## src/rtl/supv_irq_pkg.sv

```systemverilog
package supv_irq_pkg;
  localparam int unsigned CMD_W = 8;
  localparam logic [CMD_W-1:0] CLR_CODE = 8'h10;

  // software clear hit
  function automatic logic is_clr_cmd(input logic we, input logic [CMD_W-1:0] data);
    return we && (data == CLR_CODE);
  endfunction

  // next interrupt-active state: blank wins, then set, then clear, else hold
  function automatic logic irq_next(input logic blank, input logic src,
                                    input logic clr, input logic cur);
    if (blank)    return 1'b0;
    else if (src) return 1'b1;
    else if (clr) return 1'b0;
    else          return cur;
  endfunction
endpackage

```

## src/rtl/supv_irq_sync.sv

```systemverilog
module supv_irq_sync #(
  parameter int unsigned STAGES = 2
) (
  input  logic clk,
  input  logic rst_n,
  input  logic async_i,
  output logic rise_o
);
  logic [STAGES-1:0] chain_q;
  logic              prev_q;

  genvar g;
  generate
    for (g = 0; g < STAGES; g++) begin : g_stage
      always_ff @(posedge clk or negedge rst_n) begin
        if (!rst_n) chain_q[g] <= 1'b0;
        else if (g == 0) chain_q[g] <= async_i;
        else chain_q[g] <= chain_q[(g == 0) ? 0 : g-1];
      end
    end
  endgenerate

  always_ff @(posedge clk or negedge rst_n) begin
    if (!rst_n) prev_q <= 1'b0;
    else        prev_q <= chain_q[STAGES-1];
  end

  assign rise_o = chain_q[STAGES-1] && !prev_q;

  // edge detector yields single-cycle pulses
  a_r7_single_pulse: assert property (@(posedge clk) disable iff (!rst_n)
    rise_o |=> !rise_o);
endmodule

```

## src/rtl/supv_irq_srcsel.sv

```systemverilog
module supv_irq_srcsel #(
  parameter int unsigned NUM_CH = 6
) (
  input  logic [NUM_CH-1:0] fault_i,
  input  logic [NUM_CH-1:0] fault_en_i,
  input  logic              wdt_timeout_i,
  input  logic              wdt_en_i,
  output logic              fault_act_o,
  output logic              src_o
);
  logic [NUM_CH-1:0] sel;

  genvar g;
  generate
    for (g = 0; g < NUM_CH; g++) begin : g_ch
      assign sel[g] = fault_i[g] & fault_en_i[g];
    end
  endgenerate

  assign fault_act_o = |sel;
  assign src_o       = fault_act_o | (wdt_timeout_i & wdt_en_i);

  // no enabled channel faulting means no fault source
  always_comb begin
    a_r3_masked: assert (((fault_i & fault_en_i) != '0) || !fault_act_o);
  end
endmodule

```

## src/rtl/supv_irq_latch.sv

```systemverilog
module supv_irq_latch
  import supv_irq_pkg::*;
(
  input  logic clk,
  input  logic rst_n,
  input  logic blank_i,
  input  logic src_i,
  input  logic fault_act_i,
  input  logic clr_i,
  output logic irq_n_o
);
  logic irq_n_q;

  always_ff @(posedge clk or negedge rst_n) begin
    if (!rst_n) irq_n_q <= 1'b1;
    else        irq_n_q <= !irq_next(blank_i, src_i, clr_i, !irq_n_q);
  end

  assign irq_n_o = irq_n_q;

  // blanking forces the line inactive
  a_r1_blank_quiet: assert property (@(posedge clk) disable iff (!rst_n)
    blank_i |=> irq_n_q);
  // enabled fault holds the line low
  a_r4_fault_low: assert property (@(posedge clk) disable iff (!rst_n)
    (!blank_i && fault_act_i) |=> !irq_n_q);
  // fault beats a clear request
  a_r9_fault_priority: assert property (@(posedge clk) disable iff (!rst_n)
    (!blank_i && src_i && clr_i) |=> !irq_n_q);
  // clear with no source releases the line
  a_r6_clear_release: assert property (@(posedge clk) disable iff (!rst_n)
    (!blank_i && !src_i && clr_i) |=> irq_n_q);
  // with no event the line keeps its level
  a_r5_hold: assert property (@(posedge clk) disable iff (!rst_n)
    (!blank_i && !src_i && !clr_i) |=> $stable(irq_n_q));
endmodule

```

## src/rtl/supv_irq_ctrl.sv

```systemverilog
module supv_irq_ctrl
  import supv_irq_pkg::*;
#(
  parameter int unsigned NUM_CH      = 6,
  parameter int unsigned SYNC_STAGES = 2
) (
  input  logic              clk,
  input  logic              rst_n,
  input  logic [NUM_CH-1:0] fault_i,
  input  logic [NUM_CH-1:0] fault_en_i,
  input  logic              wdt_timeout_i,
  input  logic              wdt_en_i,
  input  logic              rel_a_i,
  input  logic              rel_b_i,
  input  logic              wdi_i,
  input  logic              cmd_we_i,
  input  logic [CMD_W-1:0]  cmd_data_i,
  input  logic              pup_busy_i,
  input  logic              pdn_busy_i,
  input  logic              fshut_i,
  output logic              irq_n_o
);
  logic wdi_rise;
  logic fault_act;
  logic src_act;
  logic sw_clr;
  logic clr_evt;
  logic blank;

  supv_irq_sync #(.STAGES(SYNC_STAGES)) u_sync (
    .clk(clk), .rst_n(rst_n), .async_i(wdi_i), .rise_o(wdi_rise)
  );

  supv_irq_srcsel #(.NUM_CH(NUM_CH)) u_src (
    .fault_i(fault_i), .fault_en_i(fault_en_i),
    .wdt_timeout_i(wdt_timeout_i), .wdt_en_i(wdt_en_i),
    .fault_act_o(fault_act), .src_o(src_act)
  );

  assign sw_clr  = is_clr_cmd(cmd_we_i, cmd_data_i);
  assign clr_evt = rel_a_i | rel_b_i | wdi_rise | sw_clr;
  assign blank   = pup_busy_i | pdn_busy_i | fshut_i;

  supv_irq_latch u_latch (
    .clk(clk), .rst_n(rst_n), .blank_i(blank), .src_i(src_act),
    .fault_act_i(fault_act), .clr_i(clr_evt), .irq_n_o(irq_n_o)
  );

  // a non-matching write is not a clear
  always_comb begin
    a_r8_code_exact: assert (!sw_clr || (cmd_we_i && cmd_data_i == 8'h10));
  end
endmodule

```

## config.mk

```make
export PLATFORM = sky130hd
export DESIGN_NAME = supv_irq_ctrl
export DESIGN_NICKNAME = d
export VERILOG_FILES = /design/src/rtl/supv_irq_pkg.sv /design/src/rtl/supv_irq_sync.sv /design/src/rtl/supv_irq_srcsel.sv /design/src/rtl/supv_irq_latch.sv /design/src/rtl/supv_irq_ctrl.sv
export SDC_FILE = /design/constraint.sdc
export NUM_CORES = 1
export LEC_CHECK = 0
export ABC_AREA = 1
export ABC_CLOCK_PERIOD_IN_PS = 1700
export BUFFER_PORTS_ARGS = -buffer_cell sky130_fd_sc_hd__buf_2
export CAP_MARGIN = 0
export CORE_AREA = 2 2 39 41
export DETAILED_ROUTE_END_ITERATION = 8
export DIE_AREA = 0 0 41 43
export GPL_TIMING_DRIVEN = 0
export MAX_ROUTING_LAYER = met4
export SLEW_MARGIN = 5
export SYNTH_ARGS = -nofsm -noshare
export SYNTH_HDL_FRONTEND = slang
export SYNTH_SLANG_ARGS = --single-unit
```

## constraint.sdc

```tcl
create_clock -name clk -period 1.7 [get_ports clk]
set_clock_uncertainty 0.2 [all_clocks]
set_input_delay 0.17 -clock clk [delete_from_list [all_inputs] [get_ports clk]]
set_output_delay 0.17 -clock clk [all_outputs]
set_load 0.01 [all_outputs]
```

# [Yosys cells after proc, flatten, opt, wreduce, memory -nomap -nowiden]
# Index checks and enable logic that the tools add are counted.
[classes] eq_ne=1 n_reduce_logical=6 bitwise=13 n_mux=3
[ops] cell="8-bit by 5-bit == test with 1-bit output (second input constant)" n=1
[ops] cell="1-bit bitwise AND" n=7
[ops] cell="1-bit OR" n=6
[ops] cell="6-bit OR reduction" n=1
[ops] cell="1-bit zero test" n=3
[ops] cell="1-bit 2-to-1 mux" n=3
[ops] cell="1-bit logical AND" n=2
[word_totals] inputBits=31 ff_bits=4 wordCells=27

# [Logic depth before layout (Yosys ltp)]
[logic_depth] depth_word=8 mapped_depth=7 mapped_depth_nobuf=7

# [By module]
# From an unflattened synthesis, not the netlist that was laid out.
[unflattened] hier_cells=38 area_unflattened_um2=241.5
[modules_own_cells] module="supv_irq_sync" cells_per_inst=5 area_each_um2=85.1 instances=1
[modules_own_cells] module="supv_irq_ctrl" cells_per_inst=14 area_each_um2=57.6 instances=1
[modules_own_cells] module="supv_irq_srcsel" cells_per_inst=14 area_each_um2=56.3 instances=1
[modules_own_cells] module="supv_irq_latch" cells_per_inst=5 area_each_um2=42.5 instances=1

# [Worst setup path after synthesis]
# OpenSTA, ideal clock, no wires.
[synth_timing] kind="reg-to-reg" start="register u_latch.irq_n_q (netlist: u_latch.irq_n_o)" end="register u_latch.irq_n_q (netlist: u_latch.irq_n_o)" required_ns=1.440 setup_ns=0.060 period_less_slack_ns=1.074 arrival_time_ns=0.813 setup_slack_ns=0.626 path_stages_with_launch=7 path_cell_list="dfstp_2 nor2_1 o21ai_1 nor2_1 nand2_1 nand2_1 nand2_1"
[synth_via] elab_chain_cells=5
[synth_lines] element="start, declared" line="supv_irq_latch.sv:12" text="logic irq_n_q;"
[synth_lines] element="start signal, assigned" line="supv_irq_latch.sv:16" text="else irq_n_q <= !irq_next(blank_i, src_i, clr_i, !irq_n_q);"
[synth_lines] element="1-bit zero test" line="supv_irq_latch.sv:16"
[synth_lines] element="1-bit 2-to-1 mux" line="supv_irq_pkg.sv:15" text="else if (clr) return 1'b0;"
[synth_lines] element="1-bit 2-to-1 mux" line="supv_irq_pkg.sv:14" text="else if (src) return 1'b1;"
[synth_lines] element="1-bit 2-to-1 mux" line="supv_irq_pkg.sv:13" text="if (blank) return 1'b0;"
[synth_lines] element="1-bit zero test" line="supv_irq_latch.sv:16"
# No other way between the ends.

# [Worst setup path after layout]
[layout_timing] start="input port fshut_i" end="register u_latch.irq_n_q (netlist: u_latch.irq_n_o)"
[layout_via] elab_chain_cells=3
[layout_lines] element="start, declared" line="supv_irq_ctrl.sv:20" text="input logic fshut_i,"
[layout_lines] element="1-bit OR" line="supv_irq_ctrl.sv:42" text="assign blank = pup_busy_i | pdn_busy_i | fshut_i;"
[layout_lines] element="1-bit 2-to-1 mux" line="supv_irq_pkg.sv:13"
[layout_lines] element="1-bit zero test" line="supv_irq_latch.sv:16"
# No other way between the ends.

==> out/qor.csv <==
stage;metric;value;unit
global_routing;total grt overflow;0;
drt;DRC;0;
clocking;Num CTS Buffers;3;
critical_path;Required @ worst endpoint;1.66;ns
synthesis;Synth Area in Adders;0;%
synthesis;post-synthesis simple-gate area fraction;41.8;%
final_layout;fraction of layout cells with a size suffix above 1;48.6;%
timing;Setup Viol. Count Final;0;
final_layout;nets;106;
floorplan;Die Area;1760;sq um
global_routing;vias in the first global route;347;
global_routing;gr usage total;9.52;%
global_routing;initial antenna violation count;0;
clocking;clk buf depth;2;
drt;post-route ant nets;0;
drt;routed len/inst;6.80;um
critical_path;CP startpoint kind;primary input;
drt;iteration count of the initial detailed-routing pass;4;
synthesis;Compound-Gate Fraction of Synth Area;2.20;%
clocking;CTS tree;built;
power_and_ir_drop;Flop pwr share;35.7;%
power_and_ir_drop;internal power;0.000227;W
critical_path;slowest stage delay, CP;0.56;ns
drt;Detailed Route WL;612;um
clocking;setup bufs post-CTS;0;
synthesis;cell taking the most area after synthesis;dfrtp_1;
synthesis;ranking of synthesized cells by area;dfrtp_1 (33%), nand2_1 (21%), dfstp_2 (12%);
floorplan;die height;43;um
power_and_ir_drop;total chip power;0.000288;W
synthesis;cell count after synthesis;35;
clocking;Clk Latency, worst-skew pair;0.23;ns
floorplan;Placeable Area;1380;sq um
clocking;# H-tree levels;1;
critical_path;crit path cell chain;dlygate4sd3_1 -> buf_2 -> nor3_1 -> dlygate4sd3_1 -> nand2_1;
power_and_ir_drop;Comb pwr share;20.2;%
placement;worst slack at placement;0.601;ns
synthesis;Post-Syn Nets;66;
synthesis;register area share after synthesis;44.5;%
critical_path;Critical Path Slowest Stage Cell;dlygate4sd3_1;
synthesis;post-synthesis instance area;228;sq um
global_routing;largest net degree at the start of global routing;5;
drt;routed vias/inst;3.76;
timing;final hold viol count;0;
timing;TNS Setup;0;ns
timing;worst setup margin;0.119;ns
global_routing;met1 Track Usage GR;7.87;%
timing;relative slew slack;90.9;%
global_routing;first-pass GRT wire length;1100;um
synthesis;syn avg cell area;6.51;sq um
synthesis;#FFs+latches synth;4;
floorplan;num ports;32;
critical_path;Worst Setup End Kind;flop;
final_layout;most frequent cells in the layout;buf_2 (31), nand2_1 (13), inv_1 (7);
synthesis;post-synthesis mux area share;0;%
placement;port bufs;31;
global_routing;Most Used Layer, Global Route;met2;
synthesis;largest family of logic cells by synthesized area;simple AND/OR/NAND/NOR gates;
power_and_ir_drop;Pleak;0.279;nW
synthesis;Netlist cell types;10;
final_layout;commonest non-fill, non-tap cell in the layout;buf_2;
timing;RSZ-0062 raised after global routing;no;
floorplan;DIE WIDTH;41;um
critical_path;CP Max Fanout;1;
timing;Tightest Pin Transition;0.135;ns
critical_path;crit path DAT;1.54;ns
critical_path;critical path class;in2reg;
synthesis;warnings from Yosys;0;
timing;Slew Viols, Final;0;
synthesis;XOR/XNOR share of the synthesized area;0;%
clocking;root buf cell;clkbuf_4;
placement;GP Congestion;0.588;
synthesis;share of the synthesized area in the top cell type;33.0;%
global_routing;M3 GR Usage;5.76;%
final_layout;area grow syn2layout;106;%
drt;1st-iter DRT viols;2;
final_layout;diode count;0;
hold_path;hold crit path type;in2reg;
timing;Fmax;632;MHz
critical_path;most frequent CP cell;dlygate4sd3_1;
power_and_ir_drop;clock power share;44.2;%
global_routing;met2 Resource Use GR;14.4;%
power_and_ir_drop;Cell Pwr Density;613;nW/um^2
power_and_ir_drop;peak supply drop;0.000345;V
placement;post-DP HPWL;524;um
floorplan;Starting Density;16.5;%
drt;via count;338;
timing;final worst path period share;93.0;%
clocking;Reg clk slew, reported paths;0.04;ns
timing;minimum clock period;1.58;ns
final_layout;Final Non-Filler Cells;90;
clocking;clk sinks;4;
power_and_ir_drop;Sw Pwr;0.0000611;W
status;outcome;finished, final reports clean;
power_and_ir_drop;fraction of power spent switching nets;21.2;%
timing;WHS;0.0376;ns
placement;DP Cell Count;82;
job;max cap viols;0;
floorplan;row count;14;
flip-flops by register name (all words and copies together) (netlist names):
signal           count
u_sync.prev_q        1
u_sync.chain_q       2
u_latch.irq_n_o      1
synth_stat cells:
| master | n |
|---|---|
| dfrtp_1 | 3 |
| dfstp_2 | 1 |
| inv_1 | 7 |
| nand2_1 | 13 |
| nand3_1 | 2 |
| nand4_1 | 1 |
| nor2_1 | 5 |
| nor2_2 | 1 |
| nor3_1 | 1 |
| o21ai_1 | 1 |
worst max-delay path, delay by kind of cell:
kind          cells  cell delay [ns]
buf+inv           3             1.21
simple gates      2             0.16
final cells by class:
cell class | instances | area, sq um
inverter | 7 | 26.3
clock buffer | 4 | 26.3
multi-input combinational | 24 | 100
tap | 16 | 20.0
timing repair buffer | 35 | 195
fill | 167 | 915
sequential | 4 | 101
path summary, 6_finish.rpt:
check,cells past startpoint,endpoint,from,slack [ns]
max reg2reg,6,u_latch.irq_n_o$_DFF_PN1_,u_latch.irq_n_o$_DFF_PN1_,0.62
max in group asynchronous,2,u_latch.irq_n_o$_DFF_PN1_,rst_n,1.02
min in group asynchronous,2,u_sync.chain_q[0]$_DFF_PN0_,rst_n,0.07
min reg2reg,0,u_sync.chain_q[1]$_DFF_PN0_,u_sync.chain_q[0]$_DFF_PN0_,0.15
max,5,u_latch.irq_n_o$_DFF_PN1_,fshut_i,0.12
min,5,u_latch.irq_n_o$_DFF_PN1_,rel_b_i,0.04
per-stage QoR:
stage               utilization, %  area (sq um)
floorplan                        -           228
global placement              29.1           403
detailed placement            29.1           403
CTS                           33.9           469
global route                  33.9           469
finish                        33.9           469
per-layer routing:
| layer | part of all wire [%] | wire length (um) |
|---|---|---|
| met1 | 37 | 229 |
| met2 | 50 | 309 |
| met3 | 12 | 73 |
| met4 | 0 | 0 |
| met5 | 0 | 0 |
cell families (layout without fill, tap and decap cells):
kind of cell | Yosys count | after routing
AO/OA/AOI/OAI | 1 | 1
buffers and inverters | 7 | 46
AND/OR/NAND/NOR | 23 | 23
flip-flops | 4 | 4
power by group through the flow:
stage / combinational [W] / clock (W) / sequential [W]
final: 0.0000581 / 0.000127 / 0.000103
after global routing: 0.0000681 / 0.000146 / 0.000103
after CTS: 0.0000590 / 0.000135 / 0.000103
after detailed placement: 0.0000526 / 0 / 0.000104
after global placement: 0.0000508 / 0 / 0.000104
after floorplan: 0.0000153 / 0 / 0.000104
what timing repair did:
item	4_1_cts	5_1_grt
resized for setup	0	0
hold buffers	4	0
endpoints found under the hold margin	6	0
setup endpoints to repair	0	0
No activity file was read; power rests on OpenSTA's default activity.
